--- config.mk ---
export PLATFORM = sky130hd
export DESIGN_NAME = irq_tree_router
export DESIGN_NICKNAME = d
export VERILOG_FILES = /design/src/rtl/irq_tree_pkg.sv /design/src/rtl/irq_status_word.sv /design/src/rtl/irq_enable_bank.sv /design/src/rtl/irq_ctx_detect.sv /design/src/rtl/irq_tree_reduce.sv /design/src/rtl/irq_tree_router.sv
export SDC_FILE = /design/constraint.sdc
export NUM_CORES = 1
export LEC_CHECK = 0
export BUFFER_PORTS_ARGS = -buffer_cell sky130_fd_sc_hd__buf_2
export CORE_AREA = 5 5 80 156
export CTS_CLUSTER_SIZE = 8
export DETAILED_ROUTE_END_ITERATION = 16
export DIE_AREA = 0 0 85 161
export GPL_TIMING_DRIVEN = 0
export HOLD_SLACK_MARGIN = 0.06
export PLACE_DENSITY_LB_ADDON = 0.15
export SYNTH_ARGS = -nofsm -noshare
export SYNTH_HDL_FRONTEND = slang
export SYNTH_HIERARCHICAL = 1
export SYNTH_SLANG_ARGS = --single-unit
--- constraint.sdc ---
create_clock -name clk -period 2 [get_ports clk]
set_input_delay 0.1 -clock clk [delete_from_list [all_inputs] [get_ports clk]]
set_output_delay 0.1 -clock clk [all_outputs]
set_load 0.01 [all_outputs]
--- src/rtl/irq_tree_pkg.sv ---
// Package: shared widths and implemented-bit masks for the interrupt router.
// Assumes exactly two status words of DW bits each.
package irq_tree_pkg;
    localparam int DW        = 32;
    localparam int NUM_WORDS = 2;
    localparam int CE_SRCS   = 5;
    localparam int CTX_BIT   = 5;
    localparam logic [DW-1:0] W0_IMPL = 32'hCFAF_E000;
    localparam logic [DW-1:0] W1_IMPL = 32'h0000_003F;

    // Returns the implemented-bit mask of status word w.
    function automatic logic [DW-1:0] impl_mask(input int w);
        return (w == 0) ? W0_IMPL : W1_IMPL;
    endfunction
endpackage

--- src/rtl/irq_status_word.sv ---
// Module: one status word. Event pulses set bits, software write-one clears.
// Assumes evt_i is a single-cycle pulse vector; only IMPL bits exist.
module irq_status_word
    import irq_tree_pkg::*;
#(
    parameter logic [DW-1:0] IMPL = '1
) (
    input  logic          clk,
    input  logic          rst_n,
    input  logic [DW-1:0] evt_i,
    input  logic          clr_we,
    input  logic [DW-1:0] clr_data,
    output logic [DW-1:0] status_o
);
    logic [DW-1:0] status_q;
    logic [DW-1:0] clr_vec;

    // Clear vector active only on a write to this word.
    always_comb clr_vec = clr_we ? clr_data : '0;

    // Latch events after applying the clear so that events win.
    always_ff @(posedge clk) begin
        if (!rst_n) status_q <= '0;
        else        status_q <= ((status_q & ~clr_vec) | evt_i) & IMPL;
    end

    assign status_o = status_q;

    a_r4_event_wins: assert property (@(posedge clk) disable iff (!rst_n)
        (|(evt_i & IMPL)) |=> ((status_q & $past(evt_i & IMPL)) == $past(evt_i & IMPL)));
    a_r3_clear_takes: assert property (@(posedge clk) disable iff (!rst_n)
        clr_we |=> ((status_q & $past(clr_data & ~evt_i)) == '0));
    a_r1_no_stray_set: assert property (@(posedge clk) disable iff (!rst_n)
        1'b1 |=> ((status_q & ~$past(status_q) & ~$past(evt_i)) == '0));
endmodule

--- src/rtl/irq_enable_bank.sv ---
// Module: one enable mask, changed only by write-one-to-set / write-one-to-clear.
// Assumes set_we and clr_we come from distinct addresses (never both high).
module irq_enable_bank
    import irq_tree_pkg::*;
#(
    parameter logic [DW-1:0] IMPL = '1
) (
    input  logic          clk,
    input  logic          rst_n,
    input  logic          set_we,
    input  logic          clr_we,
    input  logic [DW-1:0] wdata,
    output logic [DW-1:0] mask_o
);
    logic [DW-1:0] mask_q;
    logic [DW-1:0] set_vec, clr_vec;

    // Qualify write data by the strobe for each direction.
    always_comb begin
        set_vec = set_we ? wdata : '0;
        clr_vec = clr_we ? wdata : '0;
    end

    // Update the mask bits named by ones; zeros leave bits alone.
    always_ff @(posedge clk) begin
        if (!rst_n) mask_q <= '0;
        else        mask_q <= ((mask_q | set_vec) & ~clr_vec) & IMPL;
    end

    assign mask_o = mask_q;

    a_r5_set_enables: assert property (@(posedge clk) disable iff (!rst_n)
        set_we |=> ((mask_q & $past(wdata & IMPL)) == $past(wdata & IMPL)));
    a_r6_clr_disables: assert property (@(posedge clk) disable iff (!rst_n)
        clr_we |=> ((mask_q & $past(wdata)) == '0));
    a_r5_zero_keeps: assert property (@(posedge clk) disable iff (!rst_n)
        (!set_we && !clr_we) |=> $stable(mask_q));
endmodule

--- src/rtl/irq_ctx_detect.sv ---
// Module: context-not-valid event detector with halt gating (combinational).
// Assumes inputs are sampled in the same cycle as the status word latch.
module irq_ctx_detect #(
    parameter int NUM_PREEMPT = 2
) (
    input  logic                   eng_mthd_i,
    input  logic                   tgt_ctx_valid_i,
    input  logic                   chan_start_i,
    input  logic [NUM_PREEMPT-1:0] preempt_ctx_valid_i,
    input  logic                   reload_i,
    input  logic                   should_send_i,
    input  logic                   needs_evt_i,
    input  logic                   halted_i,
    output logic                   ctx_evt_o
);
    logic mthd_fault, start_fault;

    // Raise on a method to an invalid target, or a start with no valid context.
    always_comb begin
        mthd_fault  = eng_mthd_i && !tgt_ctx_valid_i;
        start_fault = chan_start_i && !(|preempt_ctx_valid_i)
                      && (reload_i || should_send_i || needs_evt_i);
        ctx_evt_o   = (mthd_fault || start_fault) && !halted_i;
    end
endmodule

--- src/rtl/irq_tree_reduce.sv ---
// Module: per-tree AND-OR reduction of status against enables, registered.
// Assumes status and enables are already limited to implemented bits.
module irq_tree_reduce
    import irq_tree_pkg::*;
#(
    parameter int NUM_TREES = 2
) (
    input  logic                                          clk,
    input  logic                                          rst_n,
    input  logic [NUM_WORDS-1:0][DW-1:0]                  stat_i,
    input  logic [NUM_TREES-1:0][NUM_WORDS-1:0][DW-1:0]   en_i,
    output logic [NUM_TREES-1:0]                          irq_o
);
    logic [NUM_TREES-1:0] hit;
    logic [NUM_TREES-1:0] irq_q;

    for (genvar t = 0; t < NUM_TREES; t++) begin : g_tree
        // OR of enabled pending bits across every word for tree t.
        always_comb begin
            hit[t] = 1'b0;
            for (int w = 0; w < NUM_WORDS; w++)
                hit[t] = hit[t] | (|(stat_i[w] & en_i[t][w]));
        end
    end

    // Register the tree outputs to cut the reduction from the output pins.
    always_ff @(posedge clk) begin
        if (!rst_n) irq_q <= '0;
        else        irq_q <= hit;
    end

    assign irq_o = irq_q;

    a_r7_tree_rise: assert property (@(posedge clk) disable iff (!rst_n)
        (|hit) |=> ((irq_q & $past(hit)) == $past(hit)));
    a_r7_tree_quiet: assert property (@(posedge clk) disable iff (!rst_n)
        (hit == '0) |=> (irq_q == '0));
endmodule

--- src/rtl/irq_tree_router.sv ---
// Module: top of the dual-tree interrupt router. Decodes the register port,
// holds two status words, NUM_TREES x 2 enable masks and drives tree outputs
// and the context-swap stall. Assumes one write per cycle; read is combinational.
module irq_tree_router
    import irq_tree_pkg::*;
#(
    parameter int NUM_TREES   = 2,
    parameter int NUM_PREEMPT = 2,
    parameter int AW          = 4
) (
    input  logic                   clk,
    input  logic                   rst_n,
    input  logic                   wr_en,
    input  logic [AW-1:0]          wr_addr,
    input  logic [31:0]            wr_data,
    input  logic [AW-1:0]          rd_addr,
    output logic [31:0]            rd_data,
    input  logic [31:0]            evt0_i,
    input  logic [4:0]             evt1_i,
    input  logic                   halted_i,
    input  logic                   eng_mthd_i,
    input  logic                   tgt_ctx_valid_i,
    input  logic                   chan_start_i,
    input  logic [NUM_PREEMPT-1:0] preempt_ctx_valid_i,
    input  logic                   reload_i,
    input  logic                   should_send_i,
    input  logic                   needs_evt_i,
    output logic [NUM_TREES-1:0]   irq_tree_o,
    output logic                   stall_o
);
    localparam int EN_BASE = NUM_WORDS;

    logic                                        ctx_evt;
    logic [NUM_WORDS-1:0][DW-1:0]                evt_vec;
    logic [NUM_WORDS-1:0][DW-1:0]                stat;
    logic [NUM_WORDS-1:0]                        stat_clr_we;
    logic [NUM_TREES-1:0][NUM_WORDS-1:0][DW-1:0] en;
    logic [NUM_TREES-1:0][NUM_WORDS-1:0]         en_set_we, en_clr_we;

    irq_ctx_detect #(.NUM_PREEMPT(NUM_PREEMPT)) u_ctx (
        .eng_mthd_i(eng_mthd_i), .tgt_ctx_valid_i(tgt_ctx_valid_i),
        .chan_start_i(chan_start_i), .preempt_ctx_valid_i(preempt_ctx_valid_i),
        .reload_i(reload_i), .should_send_i(should_send_i),
        .needs_evt_i(needs_evt_i), .halted_i(halted_i), .ctx_evt_o(ctx_evt)
    );

    // Assemble the per-word event vectors.
    always_comb begin
        evt_vec[0] = evt0_i;
        evt_vec[1] = '0;
        evt_vec[1][CE_SRCS-1:0] = evt1_i;
        evt_vec[1][CTX_BIT]     = ctx_evt;
    end

    for (genvar w = 0; w < NUM_WORDS; w++) begin : g_word
        // Status write decode for word w.
        always_comb stat_clr_we[w] = wr_en && (wr_addr == AW'(w));

        irq_status_word #(.IMPL(impl_mask(w))) u_stat (
            .clk(clk), .rst_n(rst_n), .evt_i(evt_vec[w]),
            .clr_we(stat_clr_we[w]), .clr_data(wr_data), .status_o(stat[w])
        );

        for (genvar t = 0; t < NUM_TREES; t++) begin : g_en
            localparam int SA = EN_BASE + (t*NUM_WORDS + w)*2;
            // Set/clear decode for tree t, word w.
            always_comb begin
                en_set_we[t][w] = wr_en && (wr_addr == AW'(SA));
                en_clr_we[t][w] = wr_en && (wr_addr == AW'(SA+1));
            end

            irq_enable_bank #(.IMPL(impl_mask(w))) u_en (
                .clk(clk), .rst_n(rst_n), .set_we(en_set_we[t][w]),
                .clr_we(en_clr_we[t][w]), .wdata(wr_data), .mask_o(en[t][w])
            );
        end
    end

    // Read mux: status words first, then each mask at both of its addresses.
    always_comb begin
        rd_data = '0;
        for (int w = 0; w < NUM_WORDS; w++) begin
            if (rd_addr == AW'(w)) rd_data = stat[w];
            for (int t = 0; t < NUM_TREES; t++) begin
                if (rd_addr == AW'(EN_BASE + (t*NUM_WORDS + w)*2) ||
                    rd_addr == AW'(EN_BASE + (t*NUM_WORDS + w)*2 + 1))
                    rd_data = en[t][w];
            end
        end
    end

    irq_tree_reduce #(.NUM_TREES(NUM_TREES)) u_red (
        .clk(clk), .rst_n(rst_n), .stat_i(stat), .en_i(en), .irq_o(irq_tree_o)
    );

    assign stall_o = stat[1][CTX_BIT];

    a_r10_halt_blocks: assert property (@(posedge clk) disable iff (!rst_n)
        (halted_i && !stall_o) |=> !stall_o);
    a_r11_stall_holds: assert property (@(posedge clk) disable iff (!rst_n)
        (stall_o && !(stat_clr_we[1] && wr_data[CTX_BIT])) |=> stall_o);
    a_r8_method_fault: assert property (@(posedge clk) disable iff (!rst_n)
        (eng_mthd_i && !tgt_ctx_valid_i && !halted_i) |=> stall_o);
    a_r2_upper_quiet: assert property (@(posedge clk) disable iff (!rst_n)
        1'b1 |=> (stat[1][DW-1:CTX_BIT+1] == '0));
endmodule

## Word level (Yosys, flattened, before mapping)

Cells that the tools add are included.
Widths: inputs -> output; s select.

| word-level totals | value |
|---|---|
| bits in registers | 116 |
| bits of input ports | 89 |
| output and inout port bits | 35 |
| word-level logic and storage cells | 99 |

| operators by class | value |
|---|---|
| equality and inequality tests | 18 |
| mux-type cells | 16 |
| bitwise logic cells | 24 |
| reduce and logical (&&, ||, !) cells | 31 |

Operators by type and width:

| operator | count |
|---|---|
| $mux 32 | 11 |
| $and 32x32->32 | 5 |
| $reduce_or 32->1 | 4 |
| $not 32->32 | 3 |
| $or 32x32->32 | 3 |
| $eq 4x3->1 const B | 8 |
| $and 6x6->6 | 5 |
| $mux 6 | 5 |
| $not 6->6 | 3 |
| $or 6x6->6 | 3 |
| $eq 4x2->1 const B | 4 |
| $eq 4x4->1 const B | 4 |
| $logic_and 1x1->1 | 14 |
| $eq 4x1->1 const B | 2 |
| $logic_not 4->1 | 2 |
| $logic_or 1x1->1 | 7 |
| $logic_not 1->1 | 3 |
| $or 1x1->1 | 2 |
| $reduce_or 2->1 | 1 |

## Depth between registers and ports, before layout

Gate-level depths: netlist (run 1).

| logic depth | value |
|---|---|
| depth in word-level cells | 7 |
| depth in mapped cells | 6 |
| depth with buffers taken out | 5 |

## By module

The synthesis (run 1) kept the hierarchy.

Modules (own cells, without submodules):

| module | times used | cells each | area each (um^2) | sequential area each (um^2) |
|---|---|---|---|---|
| irq_tree_router | 1 | 397 | 2496.1 | 0.0 |
| irq_enable_bank at g_word[0].g_en[0].u_en ... | 2 | 67 | 696.9 | 300.3 |
| irq_enable_bank at g_word[1].g_en[0].u_en ... | 2 | 46 | 397.9 | 120.1 |
| irq_tree_reduce | 1 | 84 | 723.2 | 40.0 |
| irq_status_word at g_word[0].u_stat | 1 | 80 | 673.1 | 300.3 |
| irq_status_word at g_word[1].u_stat | 1 | 51 | 409.1 | 120.1 |
| irq_ctx_detect | 1 | 4 | 27.5 | 0.0 |

## Worst setup path before layout (run 1)

Ideal clock, no wire load.

| timing | value |
|---|---|
| path type | input to register |
| start | input wr_addr[3] |
| end | register g_word[0].u_stat.status_q[13] |
| setup time | 0.126 ns |
| data arrival time | 1.284 ns |
| path slack | 0.590 ns |
| cell stages on the path | 4 |
| cells stage by stage | or3b_2 -> nor3_1 -> buf_2 -> a31oi_1 |

| on the way | value |
|---|---|
| cells in the longest elaborated chain, start to end | 6 |

Ends and longest elaborated chain:

| what | line | text |
|---|---|---|
| start: declaration | irq_tree_router.sv:14 | `input logic [AW-1:0] wr_addr,` |
| $logic_not 4->1 | irq_tree_router.sv:57 | `always_comb stat_clr_we[w] = wr_en && (wr_addr == AW'(w));` |
| $logic_and 1x1->1 | irq_tree_router.sv:57 |  |
| net stat_clr_we[0] | irq_tree_router.sv:36 | `logic [NUM_WORDS-1:0] stat_clr_we;` |
| $mux 32 | irq_status_word.sv:19 | `always_comb clr_vec = clr_we ? clr_data : '0;` |
| $not 32->32 | irq_status_word.sv:24 | `else status_q <= ((status_q & ~clr_vec) \| evt_i) & IMPL;` |
| $and 32x32->32 | irq_status_word.sv:24 |  |
| $or 32x32->32 | irq_status_word.sv:24 |  |
| end signal: assignment | irq_status_word.sv:24 |  |
| end: declaration | irq_status_word.sv:15 | `logic [DW-1:0] status_q;` |

The timed path passes the listed nets, and every way through them passes these cells.
A chain may end at the register's enable or synchronous reset.

## Worst setup path in the final report (run 1)

| timing | value |
|---|---|
| start | register g_word[0].g_en[0].u_en.mask_q[17] |
| end | output rd_data[17] |

| on the way | value |
|---|---|
| cells in the longest elaborated chain, start to end | 5 |

Ends and longest elaborated chain:

| what | line | text |
|---|---|---|
| start: declaration | irq_enable_bank.sv:15 | `logic [DW-1:0] mask_q;` |
| start signal: assignment | irq_enable_bank.sv:27 | `else mask_q <= ((mask_q \| set_vec) & ~clr_vec) & IMPL;` |
| $mux 32 (2 in a row) | irq_tree_router.sv:85 | `if (rd_addr == AW'(EN_BASE + (t*NUM_WORDS + w)*2) \|\|` |
| $mux 32 | irq_tree_router.sv:83 | `if (rd_addr == AW'(w)) rd_data = stat[w];` |
| $mux 32 (2 in a row) | irq_tree_router.sv:85 |  |
| end: declaration | irq_tree_router.sv:17 | `output logic [31:0] rd_data,` |

No other way between the ends.

==> impl_summary.md, run 1 <==
Outcome
The flow ran to the end, and the final reports show no timing, DRC or antenna violations.

Timing
Setup repair after global routing left no endpoint under its margin. The worst setup slack after layout is around 0.12 ns. The count of pins over their slew limit is 0. The worst clock skew is 0.00584 ns. Timing would allow up to 0.533 GHz. The final number of hold-violating endpoints is 0. For the pin with the worst max-slew slack, the measured transition is 1.02 ns. The final critical path takes up 93.8% of the cycle. Setup violations remaining at the end of the flow were counted as 0. The worst slew margin relative to its limit is a little under a third.

The time the final worst path needs with I/O delays and setup is 1.88 ns. The final-layout setup total negative slack is 0 ns.

Drt
The final layout contains routed wiring with a total length of 26900 um. In the final routed layout, each cell accounts on average for 21.4 um. In this run the remaining antenna-violating nets after routing total 0. The pre-antenna-repair detailed-routing pass consisted of 5 iterations. The detailed router placed 7730 vias in this run. For this block, the initial DRC count from the detailed router was 906. The vias per cell is approximately 6. The DRC violation count after routing is 0.

Worst setup path
STA classifies the critical path endpoint as an output port. The data arrival time of the critical path is 1.78 ns. The critical path launch point type is a flip-flop. The maximum fanout count along the critical path is 3. The data required time of the critical path is 1.90 ns. The kind of critical path is flip-flop to output port.

Power
The static leakage is ~3.8 nW. The total power divided by cell area is 545 mW/mm^2. The total power of the final layout is 4.55 mW. The worst vdd rail ir drop is 0.478 mV.

Global routing
For this run the aggregate overflow at the end of global routing stands at 0. The global-route usage over all layers is 39.0%. The first global-routing pass estimated roughly 42000 um of wire. The initial antenna violation count came to 0. The via count of the first global-routing pass is 7463. The maximum number of pins on one net before global-route repair is 19.

Clock network
The master cell of the clock root buffer is sky130_fd_sc_hd__clkbuf_16. TritonCTS built the clock tree. The deepest level of the CTS H-tree is 3.

For the worst-skew pair, the clock arrives at the later sink with an insertion delay of 0.33 ns. The clock drives 65 sinks. The number of buffers inserted by post-CTS setup repair is 0.

The number of clock buffers added by TritonCTS is 9. The clock transition at the register clock pins on the worst setup and hold paths after CTS is around 0.060 ns. The number of buffers between clock root and the deepest sink is 2.

Die
The core box area is 0.0111 mm^2. The chip height is between 150 and 200 um. 124 I/O pins were placed. The site row count is 55. The overall die area is ~0.014 mm^2. The horizontal extent of the die is between 80 and 90 um. For this configuration, the core starts out at a cell density of about three fifths.

Cells and area
The net total in the final layout is 1198. In the final layout, the multi-input gates occupy 0.00422 mm^2. Cells with a size suffix above 1 make up 29.6% of the layout. The layout-stage area growth over the synthesis result is 28.1%.

Counting the fill cells in the layout gives 909. For this run, the share of the core covered by cells in the final layout is between 70% and 80%. The number of diodes is 0. Registers take around 0.0013 mm^2.

Synthesis
Synthesis produced a netlist whose cell count is 841. Summing every instance area after synthesis gives 0.00651 mm^2. In this run the mean area of a mapped cell was 7.75 um^2. During synthesis, Yosys emitted a total of 6 warnings.

Place
The detailed placement HPWL is around 19000 um. The pre-CTS worst setup slack is -0.114 ns. Routability-driven placement finished with a final weighted congestion of between 1 and 1.5.

The number of input and output port buffers inserted is 93.

Flow run
Across the run, the number of max-cap violations was 0.

Worst hold path
The class of the tightest hold or removal check is input pin to flip-flop.
## where the power goes
part,switching [mW],total [mW],internal [mW]
clock,0.660,1.70,1.04
combinational,0.785,1.44,0.653
sequential,0.0689,1.41,1.34
total,1.51,4.55,3.03
## per-layer routing
| metal | wire (um) | up-vias | track usage [%] |
|---|---|---|---|
| met5 | 0 | - | 0 |
| met1 | 9400 | 3556 | 45.6 |
| met4 | 2300 | 0 | 27.4 |
| met2 | 12900 | 556 | 63.7 |
| met3 | 2280 | 138 | 5.97 |
| li1 | - | 3480 | - |
## stage by stage
stage               area (um^2)  instances  hold WS [ns]
floorplan                  6980        964         0.196
global placement           7620       1199         0.343
detailed placement         7620       1199         0.348
CTS                        8340       1256         0.129
global route               8340       1256         0.156
finish                     8340       1256         0.139
## flip-flops by register name (all words and copies together) (netlist names)
signal and flops:
u_red/irq_o 2, g_word.u_stat/status_o 21, g_word.g_en.u_en/mask_o 42
## layout make-up
| cell class | instances | share of cell area [%] |
|---|---|---|
| Clock inverter | 5 | 0.720 |
| Inverter | 26 | 1.17 |
| Clock buffer | 11 | 3.03 |
| Multi-Input combinational cell | 683 | 50.5 |
| Buffer | 190 | 16.3 |
| Timing Repair Buffer | 134 | 10.5 |
| Sequential cell | 65 | 15.6 |
| Tap cell | 142 | 2.13 |
## placed cells by master (no fill, tap or decap), types with 22 or more instances in the layout
| cell type | count |
|---|---|
| sky130_fd_sc_hd__o21ai_0 | 42 |
| sky130_fd_sc_hd__a211oi_1 | 22 |
| sky130_fd_sc_hd__dfxtp_1 | 65 |
| sky130_fd_sc_hd__nand2b_1 | 34 |
| sky130_fd_sc_hd__o21bai_1 | 32 |
| sky130_fd_sc_hd__conb_1 | 129 |
| sky130_fd_sc_hd__buf_2 | 117 |
| sky130_fd_sc_hd__a32o_1 | 32 |
| sky130_fd_sc_hd__dlygate4sd3_1 | 41 |
| sky130_fd_sc_hd__a22oi_1 | 28 |
| sky130_fd_sc_hd__nor2_1 | 72 |
| sky130_fd_sc_hd__buf_4 | 139 |
| sky130_fd_sc_hd__inv_1 | 26 |
| sky130_fd_sc_hd__a21oi_1 | 138 |
## worst max-delay path, stage by stage, from the launching register on
cell	delay [ns]
sky130_fd_sc_hd__dfxtp_1	0.42
sky130_fd_sc_hd__nand2b_1	0.13
sky130_fd_sc_hd__a21oi_1	0.09
sky130_fd_sc_hd__o32ai_1	0.37
sky130_fd_sc_hd__a32o_1	0.27
sky130_fd_sc_hd__buf_2	0.15
## worst paths after layout
path                                          start                               end  slack (ns)  cells after the start
setup reg to reg       g_word[1].u_stat/status_o[3]                    u_red/irq_o[0]        0.49                      4
hold / removal                             halted_i      g_word[1].u_stat/status_o[5]        0.14                      4
setup / recovery  g_word[0].g_en[0].u_en/mask_o[17]                       rd_data[17]        0.12                      5
hold reg to reg    g_word[1].g_en[1].u_en/mask_o[4]  g_word[1].g_en[1].u_en/mask_o[4]        0.53                      2
## what timing repair did
action | 4_1_cts | 5_1_grt
gates resized for setup | 0 | 0
hold buffers | 41 | 0
endpoints found under the hold margin | 63 | 0
(Power assumes the default switching activity.)
==> inputs of run 2 (changes only) <==
CORE_AREA = 5 5 61 118   (was 5 5 80 156)
DIE_AREA = 0 0 66 123   (was 0 0 85 161)
SYNTH_HIERARCHICAL = default   (was 1)
==> impl_summary.md, run 2 <==
Power
The total power divided by cell area came to 799 mW/mm^2 (+47%). The static leakage was 1.92 nW (-50%). The worst vdd rail ir drop is 0.681 mV (+42%). The total power of the final layout is 3.58 mW (-21%).

Drt
The met1 routed wirelength after detailed routing is 3950 um (-58%). The routed length on met2 is 5420 um (-58%). The final antenna-violating net count was 0 (unchanged). The met3 wirelength from detailed routing is 714 um (-69%). The vias after detailed routing is 3287 (-57%). The vias per cell is 5.73 (-7.0%). The highest metal layer with signal wires is met4. The detailed-router iteration count before antenna repair is 5 (unchanged). The DRC violation count after routing was 0 (unchanged). The detail-routed net length per standard cell is 18.2 um (-15%). The wire length reported by the detailed router is 10400 um (-61%).

The number of DRC markers after the initial detailed-route iteration is 369 (-59%).

Worst setup path
The gate family responsible for the most delay along the worst path is simple AND/OR/NAND/NOR gates. The critical path is of the input pin to output port type. The data arrival time of the critical path was 1.73 ns (-0.05 ns). The maximum fanout count along the critical path was 9 (+6). The slowest stage of the critical path is the sky130_fd_sc_hd__nor3b_1 cell. The data required time of the critical path was 1.90 ns (about the same).

The nature of the critical path endpoint is an output port. The number of buffer and inverter stages on the critical path is 3 (+2). STA classifies the critical path startpoint as an input pin. The signal on the critical path passes through clkbuf_1, nor3b_1, a222oi_1, inv_1, buf_2.

The delay contributed by the slowest stage of the critical path was 0.79 ns (+0.37 ns).

Synthesis
Summed over all instances, the cell type with the most area after synthesis is sky130_fd_sc_hd__dfxtp_1. The post-synthesis instance area is 0.00319 mm^2 (-51%). The proportion of synthesized flip-flops having asynchronous set or reset is 0%. The unique cell type count in the Yosys netlist is 39. Summed over its instances, the top area cell type makes up about two fifths of the synthesized netlist area.

Ranked by instance count, the synthesized netlist is headed by 65 x sky130_fd_sc_hd__dfxtp_1, 33 x sky130_fd_sc_hd__a21oi_1, 29 x sky130_fd_sc_hd__a211oi_1, 29 x sky130_fd_sc_hd__a22oi_1, 28 x sky130_fd_sc_hd__nor2_1. The mean cell area of the mapped netlist is 9.34 um^2 (+21%). Summing the sequential cell areas from Yosys gives 40.8% of the chip area. For this run, the leading register cell type out of synthesis is sky130_fd_sc_hd__dfxtp_1.

By area the synthesized netlist is led by sky130_fd_sc_hd__dfxtp_1 41%, sky130_fd_sc_hd__a211oi_1 6.8%, sky130_fd_sc_hd__a22oi_1 6.8%. sky130_fd_sc_hd__dfxtp_1 is the most common cell in the netlist. The number of enable flip-flop cells after synthesis is 0. The post-synthesis instance total is 342 (-59%). The count of synthesis-stage warnings from yosys is 0 (-6). The count of state elements after synthesis is between 60 and 70.

Clock network
The number of clock sinks came to 65 (unchanged). The clock transition at the register clock pins on the worst setup and hold paths after CTS is 0.05 ns (about the same). The number of buffers between clock root and the deepest sink is 2 (unchanged). The number of buffers added by the clock tree synthesis step came to 9 (unchanged).

The deepest level of the CTS H-tree is 3 (unchanged). The TritonCTS clock tree is yes. The clock insertion delay at the later pin of the skew report was 0.34 ns (about the same). The number of buffers inserted by post-CTS setup repair is 0 (unchanged).

The tree is rooted in a sky130_fd_sc_hd__clkbuf_16.

Cells and area
The net total in the final layout is 572 (-52%). The number of fill cells is 480 (-47%). The library cell used most frequently in the layout, excluding fill and tap cells, is sky130_fd_sc_hd__buf_2. The area growth from synthesis to layout is 40.2%. The library cells used most frequently in the layout, excluding fill and tap cells, are 85 x sky130_fd_sc_hd__buf_2, 65 x sky130_fd_sc_hd__dfxtp_1, 39 x sky130_fd_sc_hd__dlygate4sd3_1, 33 x sky130_fd_sc_hd__a21oi_1.

The number of flip-flops under the largest register name is 42 (unchanged). The final core utilization was 72.1% (-2.7 points). The number of diodes is 0 (unchanged). The combined flip-flop and latch cell area is 0.00130 mm^2 (unchanged). The fraction of layout cells with a size suffix above 1 is 28.3% (-1.3 points). The footprint of the multi-input gates is 0.00172 mm^2 (-59%).

Die
The starting density of the core came to 51.4% (-7.0 points). The chip height is 123 um (-24%). The horizontal extent of the die came to 66 um (-22%).

The core box area is 0.00621 mm^2 (-44%). The I/O pin count is 124 (unchanged). The overall die area was 0.00812 mm^2 (-41%). The site row count came to 41 (-25%).

Timing
The maximum achievable frequency is 0.547 GHz (+2.6%). The worst hold slack after final layout was 0.0902 ns (-0.0487 ns). The share of the cycle needed by the critical path after routing is 91.4% (-2.4 points).

The count of pins over their slew limit is 0 (unchanged). The time the final worst path needs with I/O delays and setup is 1.83 ns (-0.0472 ns). The count of endpoints failing setup in the final report is 0 (unchanged). The final-layout setup total negative slack is 0 ns (unchanged). The worst clock skew is 0.00394 ns (-0.00189 ns).

The worst slew margin relative to its limit is 31.5% (+0.26 points). The slew of the pin with the lowest slew margin was 1.01 ns (-0.00989 ns). The final number of hold-violating endpoints came to 0 (unchanged). Setup repair after global routing left no endpoint under its margin.

Place
The detailed placement HPWL is 7360 um (-62%). The weighted congestion reported at the end of routability-driven placement is 0.880 (-13%). The number of input and output port buffers inserted is 81 (-13%).

Global routing
The maximum number of pins on one net before global-route repair is 12 (-7). The overall overflow remaining after global route is 0 (unchanged). The via count of the first global-routing pass is 3346 (-55%).

The global-route usage over all layers is 27.5% (-12 points). The initial antenna violation count is 0 (unchanged). The first-pass GRT wire length came to 16800 um (-60%).

Flow run
The total of max-cap violations was 0 (unchanged).

Worst hold path
The worst hold path belongs to the class input pin to flip-flop.

Outcome
The flow ran to the end, and the final reports show no timing, DRC or antenna violations.
## run 2: area by class of cell
cell class                 count  area share, %
tap                           86           2.40
timing repair buffer         120           17.8
inverter                       8          0.671
clock inverter                 6           2.35
buffer                        31           4.05
multi-input combinational    248           38.4
clock buffer                  10           5.34
sequential                    65           29.1
## run 2: layer usage
layer	vias to the layer above	track usage [%]
met5	-	0
met4	0	14.1
met3	25	6.36
met2	157	46.4
met1	1538	31.8
li1	1567	-
## run 2: what timing repair did
action,in CTS,in global routing
endpoints found under the hold margin,55,0
hold buffers,39,0
gates resized for setup,0,0
## run 2: stage by stage
| stage | setup slack [ns] | cells | instance area (um^2) |
|---|---|---|---|
| 3_5_place_dp | 0.264 | 519 | 3740 |
| 2_1_floorplan | 0.686 | 352 | 3230 |
| 5_1_grt | 0.0781 | 574 | 4480 |
| 6_report | 0.172 | 574 | 4480 |
| 4_1_cts | 0.250 | 574 | 4480 |
| 3_3_place_gp | 0.302 | 519 | 3740 |
## run 2: path summary, 6_finish.rpt
path / startpoint / to / slack, ns / cells past startpoint
max: rd_addr[3] / rd_data[2] / 0.17 / 5
min: wr_addr[0] / g_word[1].g_en[0].u_en.mask_o[1] / 0.09 / 2
max reg2reg: g_word[0].u_stat.status_o[25] / u_red.irq_o[1] / 0.70 / 3
min reg2reg: g_word[1].g_en[0].u_en.mask_o[1] / g_word[1].g_en[0].u_en.mask_o[1] / 0.53 / 2
## run 2: report_power, final
group	switching (mW)	internal, mW	total [mW]
clock network	0.563	1.24	1.81
registers	0.0500	1.34	1.39
logic	0.187	0.193	0.380
total	0.800	2.78	3.58
## run 2: cells by family (layout without fill, tap and decap cells)
group | after synthesis | after routing | share of synthesized area [%]
DFF | 65 | 65 | 40.8
AOI/OAI and AO/OA | 150 | 150 | 33.7
and+or+nand+nor | 62 | 62 | 10.4
buffers and inverters | 39 | 175 | 6.62
other | 1 | 11 | 0.117
muxes | 25 | 25 | 8.42
